### config.mk
export PLATFORM = sky130hd
export DESIGN_NAME = tdm_slot_tx
export DESIGN_NICKNAME = d
export VERILOG_FILES = /design/src/rtl/tdm_tx_pkg.sv /design/src/rtl/tdm_slot_timer.sv /design/src/rtl/tdm_slot_mask.sv /design/src/rtl/tdm_tx_datapath.sv /design/src/rtl/tdm_slot_tx.sv
export SDC_FILE = /design/constraint.sdc
export NUM_CORES = 1
export LEC_CHECK = 0
export BUFFER_PORTS_ARGS = -buffer_cell sky130_fd_sc_hd__buf_4
export CORE_UTILIZATION = 45
export DETAILED_ROUTE_END_ITERATION = 7
export PLACE_DENSITY = 0.76
export SLEW_MARGIN = 40
export SYNTH_ARGS = -nofsm -noshare
export SYNTH_HDL_FRONTEND = slang
export SYNTH_SLANG_ARGS = --single-unit
export TNS_END_PERCENT = 1
### constraint.sdc
create_clock -name clk_i -period 5.2 [get_ports clk_i]
set_input_delay 0.26 -clock clk_i [delete_from_list [all_inputs] [get_ports clk_i]]
set_output_delay 0.26 -clock clk_i [all_outputs]
set_load 0.1 [all_outputs]
### src/rtl/tdm_tx_pkg.sv
package tdm_tx_pkg;
  localparam int unsigned WORD_W = 16;
  localparam int unsigned SLOT_N = 32;
endpackage

### src/rtl/tdm_slot_timer.sv
module tdm_slot_timer #(
  parameter int unsigned WORD_W = 16,
  parameter int unsigned SLOT_N = 32,
  localparam int unsigned BIT_W  = $clog2(WORD_W),
  localparam int unsigned SLOT_W = $clog2(SLOT_N)
) (
  input  logic              clk_i,
  input  logic              rst_ni,
  input  logic              fsync_i,
  input  logic [SLOT_W-1:0] frame_len_i,
  output logic              slot_start_o,
  output logic [SLOT_W-1:0] next_slot_o,
  output logic              active_o
);
  logic [BIT_W-1:0]  bit_q;
  logic [SLOT_W-1:0] slot_q;
  logic              run_q;
  logic              last_bit, frame_end;

  assign last_bit     = run_q && (bit_q == BIT_W'(WORD_W - 1));
  assign slot_start_o = fsync_i || (last_bit && (slot_q != frame_len_i));
  assign frame_end    = last_bit && (slot_q == frame_len_i) && !fsync_i;
  assign next_slot_o  = fsync_i ? '0 : slot_q + SLOT_W'(1);
  assign active_o     = run_q;

  always_ff @(posedge clk_i or negedge rst_ni) begin
    if (!rst_ni) begin
      bit_q  <= '0;
      slot_q <= '0;
      run_q  <= 1'b0;
    end else if (slot_start_o) begin
      bit_q  <= '0;
      slot_q <= next_slot_o;
      run_q  <= 1'b1;
    end else if (frame_end) begin
      bit_q  <= '0;
      run_q  <= 1'b0;
    end else if (run_q) begin
      bit_q  <= bit_q + BIT_W'(1);
    end
  end
endmodule

### src/rtl/tdm_slot_mask.sv
module tdm_slot_mask #(
  parameter int unsigned SLOT_N = 32,
  localparam int unsigned HALF_W = SLOT_N / 2,
  localparam int unsigned SLOT_W = $clog2(SLOT_N)
) (
  input  logic              clk_i,
  input  logic              rst_ni,
  input  logic              lo_wr_i,
  input  logic              hi_wr_i,
  input  logic [HALF_W-1:0] half_i,
  input  logic [SLOT_W-1:0] slot_i,
  output logic [SLOT_N-1:0] mask_o,
  output logic              slot_en_o
);
  logic [SLOT_N-1:0] mask_q;

  for (genvar h = 0; h < 2; h++) begin : g_half
    always_ff @(posedge clk_i or negedge rst_ni) begin
      if (!rst_ni) mask_q[h*HALF_W +: HALF_W] <= '0;
      else if ((h == 0) ? lo_wr_i : hi_wr_i) mask_q[h*HALF_W +: HALF_W] <= half_i;
    end
  end

  assign mask_o    = mask_q;
  assign slot_en_o = mask_q[slot_i];
endmodule

### src/rtl/tdm_tx_datapath.sv
module tdm_tx_datapath #(
  parameter int unsigned WORD_W = 16
) (
  input  logic              clk_i,
  input  logic              rst_ni,
  input  logic              slot_start_i,
  input  logic              slot_en_i,
  input  logic              active_i,
  input  logic              tx_wr_i,
  input  logic [WORD_W-1:0] tx_data_i,
  input  logic              blank_wr_i,
  output logic              sd_o,
  output logic              sd_oe_o,
  output logic              tx_empty_o,
  output logic              underrun_o
);
  logic [WORD_W-1:0] hold_q, shift_q;
  logic              blank_q, drive_q, en_q, empty_q, ur_q;
  logic              host_wr, load, ur_evt;

  assign host_wr = tx_wr_i || blank_wr_i;
  assign load    = slot_start_i && slot_en_i && !empty_q;
  assign ur_evt  = slot_start_i && slot_en_i && empty_q;

  always_ff @(posedge clk_i or negedge rst_ni) begin
    if (!rst_ni) begin
      hold_q  <= '0;
      blank_q <= 1'b0;
      shift_q <= '0;
      drive_q <= 1'b1;
      en_q    <= 1'b0;
      empty_q <= 1'b1;
      ur_q    <= 1'b0;
    end else begin
      if (tx_wr_i) begin
        hold_q  <= tx_data_i;
        blank_q <= 1'b0;
      end else if (blank_wr_i) begin
        blank_q <= 1'b1;
      end
      // rotate so an underrun slot replays the same word
      if (load) begin
        shift_q <= hold_q;
        drive_q <= !blank_q;
      end else if (active_i) begin
        shift_q <= {shift_q[WORD_W-2:0], shift_q[WORD_W-1]};
      end
      if (slot_start_i) en_q <= slot_en_i;
      if (host_wr)   empty_q <= 1'b0;
      else if (load) empty_q <= 1'b1;
      if (host_wr)     ur_q <= 1'b0;
      else if (ur_evt) ur_q <= 1'b1;
    end
  end

  assign sd_o       = shift_q[WORD_W-1];
  assign sd_oe_o    = active_i && en_q && drive_q;
  assign tx_empty_o = empty_q;
  assign underrun_o = ur_q;
endmodule

### src/rtl/tdm_slot_tx.sv
module tdm_slot_tx
  import tdm_tx_pkg::*;
(
  input  logic          clk_i,
  input  logic          rst_ni,
  input  logic          fsync_i,
  input  logic [4:0]    frame_len_i,
  input  logic          tx_wr_i,
  input  logic [15:0]   tx_data_i,
  input  logic          blank_wr_i,
  input  logic          mask_lo_wr_i,
  input  logic          mask_hi_wr_i,
  input  logic [15:0]   mask_half_i,
  input  logic          tie_i,
  output logic [31:0]   slot_mask_o,
  output logic          sd_o,
  output logic          sd_oe_o,
  output logic          tx_empty_o,
  output logic          underrun_o,
  output logic          irq_o,
  output logic          irq_vec_o
);
  localparam int unsigned SLOT_W = $clog2(SLOT_N);

  logic              slot_start, active, slot_en_nx;
  logic [SLOT_W-1:0] next_slot;

  tdm_slot_timer #(.WORD_W(WORD_W), .SLOT_N(SLOT_N)) i_timer (
    .clk_i, .rst_ni, .fsync_i, .frame_len_i,
    .slot_start_o(slot_start), .next_slot_o(next_slot), .active_o(active)
  );

  tdm_slot_mask #(.SLOT_N(SLOT_N)) i_mask (
    .clk_i, .rst_ni, .lo_wr_i(mask_lo_wr_i), .hi_wr_i(mask_hi_wr_i),
    .half_i(mask_half_i), .slot_i(next_slot), .mask_o(slot_mask_o),
    .slot_en_o(slot_en_nx)
  );

  tdm_tx_datapath #(.WORD_W(WORD_W)) i_dp (
    .clk_i, .rst_ni, .slot_start_i(slot_start), .slot_en_i(slot_en_nx),
    .active_i(active), .tx_wr_i, .tx_data_i, .blank_wr_i,
    .sd_o, .sd_oe_o, .tx_empty_o, .underrun_o
  );

  assign irq_o     = tie_i && tx_empty_o;
  assign irq_vec_o = underrun_o;
endmodule

==> results of run 1 <==
-- power by group through the flow --
stage          Sequential (mW)  Combinational, mW  Clock (mW)
3_3_place_gp             0.760              0.485           0
3_5_place_dp             0.765              0.495           0
2_1_floorplan            0.949              0.179           0
5_1_grt                  0.763              0.517       0.473
4_1_cts                  0.753              0.497       0.447
6_report                 0.751              0.494       0.436
-- synth_stat cells, types with 3 or more instances --
cell,n
buf_2,3
mux2_4,9
nand2b_1,3
nor2b_1,3
mux4_2,3
xnor2_1,4
nand3_1,4
dfrtp_1,77
mux2_2,74
o21ai_0,5
nor2_1,14
clkbuf_1,7
o211ai_1,4
nand2_1,11
mux2i_1,8
xor2_1,6
a21oi_1,4
buf_1,3
-- logic make-up after synthesis --
family          after synthesis  share of synthesized area, %
xor+xnor                     10                          2.34
buf+inv                      18                          2.31
mux                          94                          29.9
fa+ha+maj                     2                         0.669
simple gates                 48                          6.29
flops                        79                          52.9
compound gates               27                          5.59
-- layout make-up --
cell class	instances	area share (%)
Timing Repair Buffer	84	13.8
Inverter	2	0.163
Multi-Input combinational cell	181	36.3
Sequential cell	79	42.9
Tap cell	102	2.77
Clock inverter	6	1.33
Clock buffer	10	2.77
-- path summary, 6_finish.rpt --
| path | start | endpoint | slack, ns | depth (start not counted) |
|---|---|---|---|---|
| min | tx_data_i[8] | i_dp.hold_q[8]$_DFFE_PN0P_ | 0.14 | 2 |
| max in group asynchronous | rst_ni | i_timer.active_o$_DFFE_PN0P_ | 4.14 | 2 |
| min reg2reg | i_dp.blank_q$_DFFE_PN0N_ | i_dp.drive_q$_DFFE_PN1P_ | 0.44 | 1 |
| max reg2reg | i_timer.slot_q[0]$_DFFE_PN0N_ | i_dp.shift_q[12]$_DFFE_PN0P_ | 1.75 | 7 |
| max | i_timer.slot_q[0]$_DFFE_PN0N_ | i_dp.shift_q[12]$_DFFE_PN0P_ | 1.75 | 7 |
| min in group asynchronous | rst_ni | i_mask.mask_o[6]$_DFFE_PN0P_ | 0.51 | 2 |
-- state kept, by name, summed over array words and instances (netlist names) --
register and flops:
i_dp.underrun_o 1, i_mask.mask_o 32, i_timer.active_o 1, i_dp.blank_q 1, i_timer.bit_q 4, i_dp.en_q 1, i_dp.drive_q 1, i_timer.slot_q 5
i_dp.shift_q 16, i_dp.tx_empty_o 1, i_dp.hold_q 16
-- metrics by stage --
stage          cell area, um2  hold slack [ns]  worst slack (ns)
4_1_cts                  4610            0.131              1.76
3_3_place_gp             4400            0.403              1.67
5_1_grt                  4610            0.129              1.56
6_report                 4610            0.144              1.75
2_1_floorplan            3740          -0.0356              2.33
3_5_place_dp             4410            0.339              1.78
-- critical path: cells and delay by family, from the launching register on --
kind            cells  cell delay [ns]
mux                 2             0.87
buf+inv             1             0.31
flops               1             0.57
fa+ha+maj           1             0.68
compound gates      3             0.90
-- per-layer routing --
metal | up-vias | GRT usage (%) | part of all wire [%]
li1 | 1161 | - | -
met1 | 1265 | 25.6 | 45
met2 | 67 | 27.6 | 49
met3 | 12 | 4.63 | 4.5
met4 | 0 | 6.41 | 1.7
met5 | - | 0 | 0
==> flow_metrics.tcl, run 1 <==
set metrics [dict create \
    rsz0062_at_grt "false" \
    stdcell_count 464 \
    ys_types 46 \
    maxSlewHeadroom_pct 52.7 \
    status "finished clean" \
    slew_violations 0 \
    criticalPathCategory "register to register" \
    hold_path_class "input pin to register" \
    cp-start-kind "register" \
    endpoint_kind "register" \
    io_pins 83 \
    tritoncts "built" \
    cts_setup_buffers 0 \
    synth-seq-cells 79 \
    max_stage_delay_ns 0.68 \
    antenna_found_initial 0 \
    clockBufferDepth 2 \
    gr-total-overflow 0 \
    initial_core_util_pct 47.4 \
    clock_latency_ns 0.34 \
    seq_power_share_pct 44.7 \
    clkTransAtPathRegs_ns 0.08 \
    vias 2505 \
    cts_resized 0 \
    cp_slowest_cell "ha_1" \
    drt_wl_total_mm 7.42 \
    p_sw_uw 583 \
    drt_iter0_drc 132 \
    cts_hold_buf 1 \
    setup_tns_ns 0 \
    p_per_area_nw_per_um2 364 \
    grt_pass1_wl_mm 12.2 \
    dp_hpwl_mm 5.35 \
    fmax_mhz 290 \
    drv_cap 0 \
    ys_top_cells_by_area "dfrtp_1, mux2_2, mux2_4" \
    peakVddDrop_v 0.000178 \
    gp_congestion 0.936 \
    power_mw 1.68 \
    drive_above_1_share_pct 53.3 \
    syn_nets 325 \
    htreeDepth 3 \
    crit_chain "ha_1, mux4_2, a31oi_1, a2111oi_2, a22oi_2, buf_4, mux2_4" \
    hold_viol 0 \
    yosys_warnings 0 \
    final_util_pct 58.5 \
    io_buffers 82 \
    skew_ns 0.00565 \
    gr-usage-all-layers_pct 18.3 \
    die_w_um 93.2 \
    die_h_um 93.2 \
    drcViolationCount 0 \
    mostFrequentLayoutCells "buf_4, dfrtp_1, mux2_2, nor2_1, nand2_1" \
    ant_nets 0 \
    switching_share_pct 34.7 \
    first_global_vias 2421 \
    wire_per_inst_um 16.0 \
    power.internal_mw 1.10 \
    cts_root_buf "clkbuf_8" \
    synthCells 278 \
    cts_buffers 9 \
    layout_min_cycle_time_ns 3.45 \
    syn_avg_cell_area_um2 13.4 \
    fill_cells 668 \
    fin_nets 404 \
    fp.dieArea_um2 8680 \
    first_pass_iters 4 \
    crit_fanout 12 \
    yosysTopAreaCellShare_pct 51.5 \
    placedCellCount 447 \
    crit_required_ns 5.43 \
    power_leakage_nw 2.08 \
    grt_max_degree 80 \
    antennaDiodeCount 0 \
    synth_top_cell_by_area "dfrtp_1" \
    rows 32 \
    multi_input_area_um2 1670 \
    pwr-share-clk_pct 25.9 \
    timing.final.crit_share_pct 66.3 \
    worst_slew_pin_slew_ns 0.710 \
    worstPathArrival_ns 3.68 \
    core_um2 7890 \
    via_per_inst 5.40 \
    cts.sinks 79 \
    synth-edff-count 0 \
    synthFlopType "dfrtp_1" \
    p_comb_share_pct 29.4 \
    ff_latch_area_um2 1980 \
    setup-violations-final 0 \
    syn_to_final_growth_pct 23.4 \
    final_common_cell "buf_4" \
    async_flop_share_pct 100 \
    seq_area_frac_synth_pct 52.9 \
    mappedNetlistArea_um2 3740 \
]
Power figures use the tool's default switching activity.
==> run 2: changes to the inputs <==
--- a/config.mk
+++ b/config.mk
@@ -8,7 +8,7 @@
 export BUFFER_PORTS_ARGS = -buffer_cell sky130_fd_sc_hd__buf_4
 export CORE_UTILIZATION = 45
 export DETAILED_ROUTE_END_ITERATION = 7
-export PLACE_DENSITY = 0.76
+export PLACE_DENSITY = 0.79
 export SLEW_MARGIN = 40
 export SYNTH_ARGS = -nofsm -noshare
 export SYNTH_HDL_FRONTEND = slang
==> constraint.sdc (replaced) <==
create_clock -name clk_i -period 3 [get_ports clk_i]
set_input_delay 0.15 -clock clk_i [delete_from_list [all_inputs] [get_ports clk_i]]
set_output_delay 0.15 -clock clk_i [all_outputs]
set_load 0.1 [all_outputs]
==> run 2 against run 1 <==
Against the previous run:
- core utilization up 0.65 points
- sequential cell count is the same
- die area did not move
- combinational power rose by 75%
- hold slack got worse by 0.11 ns
- sequential power rose by 73%
- first-iteration DRC count decreased by 50%
- critical path type unchanged
==> flow_metrics.tcl, run 2 (same netlist as run 1, synthesis figures left out) <==
set metrics [dict create \
    gr-total-overflow 0 \
    rsz0062_at_grt "false" \
    worst_slew_pin_slew_ns 0.716 \
    power_leakage_nw 2.10 \
    p_per_area_nw_per_um2 631 \
    cp-start-kind "register" \
    rows 32 \
    maxSlewHeadroom_pct 52.3 \
    layout_min_cycle_time_ns 2.73 \
    vias 2493 \
    cp.depth 7 \
    drcViolationCount 0 \
    skew_ns 0.0114 \
    core_um2 7890 \
    cts_hold_buf 1 \
    io_buffers 82 \
    drv_cap 0 \
    fill_cells 616 \
    fmax_mhz 366 \
    fp.dieArea_um2 8680 \
    final_util_pct 59.2 \
    ant_nets 0 \
    via_per_inst 5.33 \
    status "finished clean" \
    clkTransAtPathRegs_ns 0.08 \
    placedCellCount 451 \
    slew_violations 0 \
    antennaDiodeCount 0 \
    antenna_found_initial 0 \
    cts_resized 0 \
    hold_path_class "input pin to register" \
    hold-worst-slack_ns 0.0391 \
    setup_tns_ns 0 \
    hold_viol 0 \
    grt_pass1_wl_mm 12.5 \
    die_w_um 93.2 \
    setup-violations-final 0 \
    tritoncts "built" \
    gr-usage-all-layers_pct 18.6 \
    drt-met1-wl_mm 3.42 \
    drt_wl_total_mm 7.55 \
    crit_chain "ha_1, mux4_2, a31oi_1, a2111oi_2, a22oi_2, buf_12, mux2_2" \
    syn_to_final_growth_pct 24.8 \
    critPathTopFamily "multiplexers" \
    htreeDepth 3 \
    max_stage_delay_ns 0.54 \
    die_h_um 93.2 \
    first_global_vias 2543 \
    gp_congestion 0.857 \
    mostFrequentLayoutCells "buf_4, dfrtp_1, mux2_2, nor2_1, nand2_1" \
    crit_required_ns 3.22 \
    endpoint_kind "register" \
    hold_path_depth 2 \
    path_buf_inv 1 \
    drive_above_1_share_pct 53.6 \
    cts_buffers 9 \
    criticalPathCategory "register to register" \
    initial_core_util_pct 47.4 \
    crit_fanout 17 \
    fin_nets 408 \
    first_pass_iters 5 \
    drt_iter0_drc 66 \
    io_pins 83 \
    dp_hpwl_mm 5.49 \
    timing.final.crit_share_pct 91.1 \
    peakVddDrop_v 0.000331 \
    cts.sinks 79 \
    final_common_cell "buf_4" \
    largest_reg_flops 32 \
    wl_met3_um 206 \
    grt_max_degree 80 \
    dr.max_layer_used "met4" \
    ff2ff_path_depth 7 \
    cts_setup_buffers 0 \
    stdcell_count 468 \
    cp_slowest_cell "mux4_2" \
    clock_latency_ns 0.34 \
    cts_root_buf "clkbuf_8" \
    wire_per_inst_um 16.1 \
    clockBufferDepth 2 \
    met2WireLength_mm 3.77 \
    worstPathArrival_ns 2.95 \
]
-- run 2: cell types whose count changed in the layout (fill, tap and decap cells not counted), sizes merged --
cell	delta
clkinv	-3
buf	+4
clkinvlp	+2
clkbuf	+1
-- run 2: area by class of cell --
cell class / instances / area [um2] / share of cell area [%]
sequential: 79 / 1980 / 42.4
multi-input combinational: 181 / 1670 / 35.9
timing repair buffer: 88 / 679 / 14.6
clock buffer: 11 / 141 / 3.03
tap: 102 / 128 / 2.74
clock inverter: 5 / 57.6 / 1.23
inverter: 2 / 7.51 / 0.161
-- run 2: stage by stage --
stage	power [mW]	cell area, um2	setup WS [ns]
final	2.94	4670	0.267
after global routing	3.07	4670	0.132
after detailed placement	2.19	4460	0.237
after floorplan	1.96	3740	0.134
after CTS	2.97	4670	0.241
after global placement	2.16	4450	0.341
-- run 2: final timing paths --
path	from	to	slack, ns
max	i_timer.slot_q[1]$_DFFE_PN0N_	i_dp.shift_q[14]$_DFFE_PN0P_	0.27
min	tx_data_i[8]	i_dp.hold_q[8]$_DFFE_PN0P_	0.04
max reg2reg	i_timer.slot_q[1]$_DFFE_PN0N_	i_dp.shift_q[14]$_DFFE_PN0P_	0.27
min reg2reg	i_dp.blank_q$_DFFE_PN0N_	i_dp.drive_q$_DFFE_PN1P_	0.43
max in group asynchronous	rst_ni	i_dp.hold_q[0]$_DFFE_PN0P_	2.08
min in group asynchronous	rst_ni	i_mask.mask_o[30]$_DFFE_PN0P_	0.39
-- run 2: routing by layer --
| layer | GRT usage, % | vias to the layer above |
|---|---|---|
| li1 | - | 1164 |
| met3 | 2.68 | 15 |
| met1 | 25.7 | 1273 |
| met4 | 8.46 | 0 |
| met5 | 0 | - |
| met2 | 29.2 | 41 |
-- run 2: report_power, final --
group | total [mW] | switching [mW] | internal (mW)
logic | 0.864 | 0.546 | 0.318
registers | 1.30 | 0.0925 | 1.21
clock network | 0.780 | 0.374 | 0.406
-- run 2: worst register-to-register path, delay by kind of cell, from the launching register on --
kind,cells,cell delay [ns]
AO/OA/AOI/OAI,3,0.59
multiplexers,2,0.90
buffers and inverters,1,0.20
flip-flops,1,0.42
adder cells (fa/ha/maj),1,0.51
==> run 3: changes to the inputs <==
--- a/config.mk
+++ b/config.mk
@@ -6,9 +6,11 @@
 export NUM_CORES = 1
 export LEC_CHECK = 0
 export BUFFER_PORTS_ARGS = -buffer_cell sky130_fd_sc_hd__buf_4
+export CORE_ASPECT_RATIO = 1.5
 export CORE_UTILIZATION = 45
 export DETAILED_ROUTE_END_ITERATION = 7
 export PLACE_DENSITY = 0.79
+export RECOVER_POWER = 50
 export SLEW_MARGIN = 40
 export SYNTH_ARGS = -nofsm -noshare
 export SYNTH_HDL_FRONTEND = slang
==> run 3 against run 2 <==
Against the previous run:
- setup slack worse by 0.0020 ns
- die area hardly changed
- the run now ends with max-capacitance violations, max-slew violations left
- critical path type unchanged
- sequential power hardly changed
- fmax hardly changed
- non-clock buffer count is 1 lower
- largest cell class unchanged
- cell area is 2.2% higher
==> flow_metrics.tcl, run 3 (same netlist as run 1, synthesis figures left out) <==
set metrics [dict create \
    hold_path_class "input pin to register" \
    via_per_inst 5.42 \
    cts.sinks 79 \
    power_leakage_nw 2.15 \
    switching_share_pct 31.9 \
    violations "max-capacitance violations, max-slew violations" \
    drt_iter0_drc 138 \
    htreeDepth 3 \
    fp.dieArea_um2 8680 \
    endpoint_kind "register" \
    ant_nets 0 \
    initial_core_util_pct 46.7 \
    largest_reg_flops 32 \
    first_global_vias 2673 \
    clockBufferDepth 2 \
    skew_ns 0.00554 \
    setup-violations-final 0 \
    rsz0062_at_grt "false" \
    drive_above_1_share_pct 53.6 \
    core_um2 8010 \
    clkTransAtPathRegs_ns 0.06 \
    status "finished with violations" \
    criticalPathCategory "register to register" \
    cts_setup_buffers 0 \
    antenna_found_initial 0 \
    final_util_pct 59.5 \
    die_w_um 76.4 \
    io_pins 83 \
    first_pass_iters 4 \
    gr-usage-all-layers_pct 19.0 \
    worst_slew_pin_slew_ns 1.91 \
    p_sw_mw 1.05 \
    setup_tns_ns 0 \
    mostFrequentLayoutCells "buf_4, dfrtp_1, mux2_2, nor2_1, nand2_1" \
    antennaDiodeCount 0 \
    wire_per_inst_um 16.5 \
    tritoncts "built" \
    rows 40 \
    fmax_mhz 366 \
    fin_nets 407 \
    power.internal_mw 2.25 \
    drv_cap 1 \
    gr-total-overflow 0 \
    pwr-share-clk_pct 34.4 \
    layout_min_cycle_time_ns 2.73 \
    io_buffers 82 \
    dp_hpwl_mm 5.48 \
    clock_latency_ns 0.33 \
    gp_congestion 0.799 \
    cts_root_buf "clkbuf_16" \
    syn_to_final_growth_pct 27.5 \
    vias 2542 \
    worstPathArrival_ns 2.94 \
    seq_power_share_pct 39.5 \
    cts_resized 0 \
    grt_max_degree 80 \
    timing.final.crit_share_pct 91.2 \
    cp-start-kind "register" \
    crit_fanout 17 \
    maxSlewHeadroom_pct -27.2 \
    crit_required_ns 3.21 \
    hold_viol 0 \
    slew_violations 80 \
    peakVddDrop_v 0.000468 \
    p_per_area_nw_per_um2 693 \
    final_common_cell "buf_4" \
    cts_buffers 9 \
    drt_wl_total_mm 7.73 \
    grt_pass1_wl_mm 12.8 \
    die_h_um 114 \
    drcViolationCount 0 \
    power_mw 3.30 \
    p_comb_share_pct 26.2 \
]
==> run 3: worst paths after layout <==
check                                              start                     endpoint  slack (ns)  depth (start not counted)
min reg2reg                     i_dp.blank_q$_DFFE_PN0N_     i_dp.drive_q$_DFFE_PN1P_        0.45                          1
max reg2reg                i_timer.slot_q[1]$_DFFE_PN0N_  i_dp.shift_q[4]$_DFFE_PN0P_        0.27                          7
max                        i_timer.slot_q[1]$_DFFE_PN0N_  i_dp.shift_q[4]$_DFFE_PN0P_        0.27                          7
min                                         tx_data_i[3]   i_dp.hold_q[3]$_DFFE_PN0P_        0.05                          2
max in group asynchronous                         rst_ni   i_dp.hold_q[4]$_DFFE_PN0P_        0.98                          2
min in group asynchronous                         rst_ni   i_dp.hold_q[1]$_DFFE_PN0P_        0.85                          2
==> run 3: worst max-delay path, stage by stage, from the launching register on <==
cell and delay [ns]:
dfrtp_1 0.42, ha_1 0.49, mux4_2 0.55, nor3_1 0.27
a2111oi_1 0.12, a22oi_2 0.20, buf_12 0.20, mux2_2 0.35
==> run 3: metrics by stage <==
step           cell area (um2)  hold slack [ns]  setup WS (ns)  cells
2_1_floorplan             3740           -0.146          0.134    278
3_3_place_gp              4450            0.357          0.320    453
3_5_place_dp              4450            0.229          0.297    453
4_1_cts                   4770           0.0396          0.264    469
5_1_grt                   4770           0.0405          0.108    469
6_report                  4770           0.0498          0.265    469
==> run 3: layout make-up <==
class | count | area [um2]
clock buffers | 9 | 225
clock inverters | 6 | 86.3
fillers | 671 | 3240
inverters | 2 | 7.51
multi-input cells | 181 | 1670
flip-flops and latches | 79 | 1980
well taps | 105 | 131
repair buffers | 87 | 666
==> run 3: routing by layer <==
layer | part of all wire [%] | global-route usage [%]
met5 | 0 | 0
met4 | 2.4 | 8.97
met3 | 4.7 | 4.80
met2 | 54 | 34.0
met1 | 39 | 21.2
==> run 3: repair_timing <==
action | CTS | global route
endpoints found under the hold margin | 77 | 0
hold buffers | 1 | 0
endpoints found under the setup margin | 0 | 0
==> run 3: power by group through the flow <==
stage	clock, mW	combinational (mW)	sequential, mW
final	1.13	0.865	1.30
after floorplan	0	0.311	1.64
after global routing	1.20	0.907	1.32
after detailed placement	0	0.867	1.32
after CTS	1.16	0.873	1.31
after global placement	0	0.851	1.32
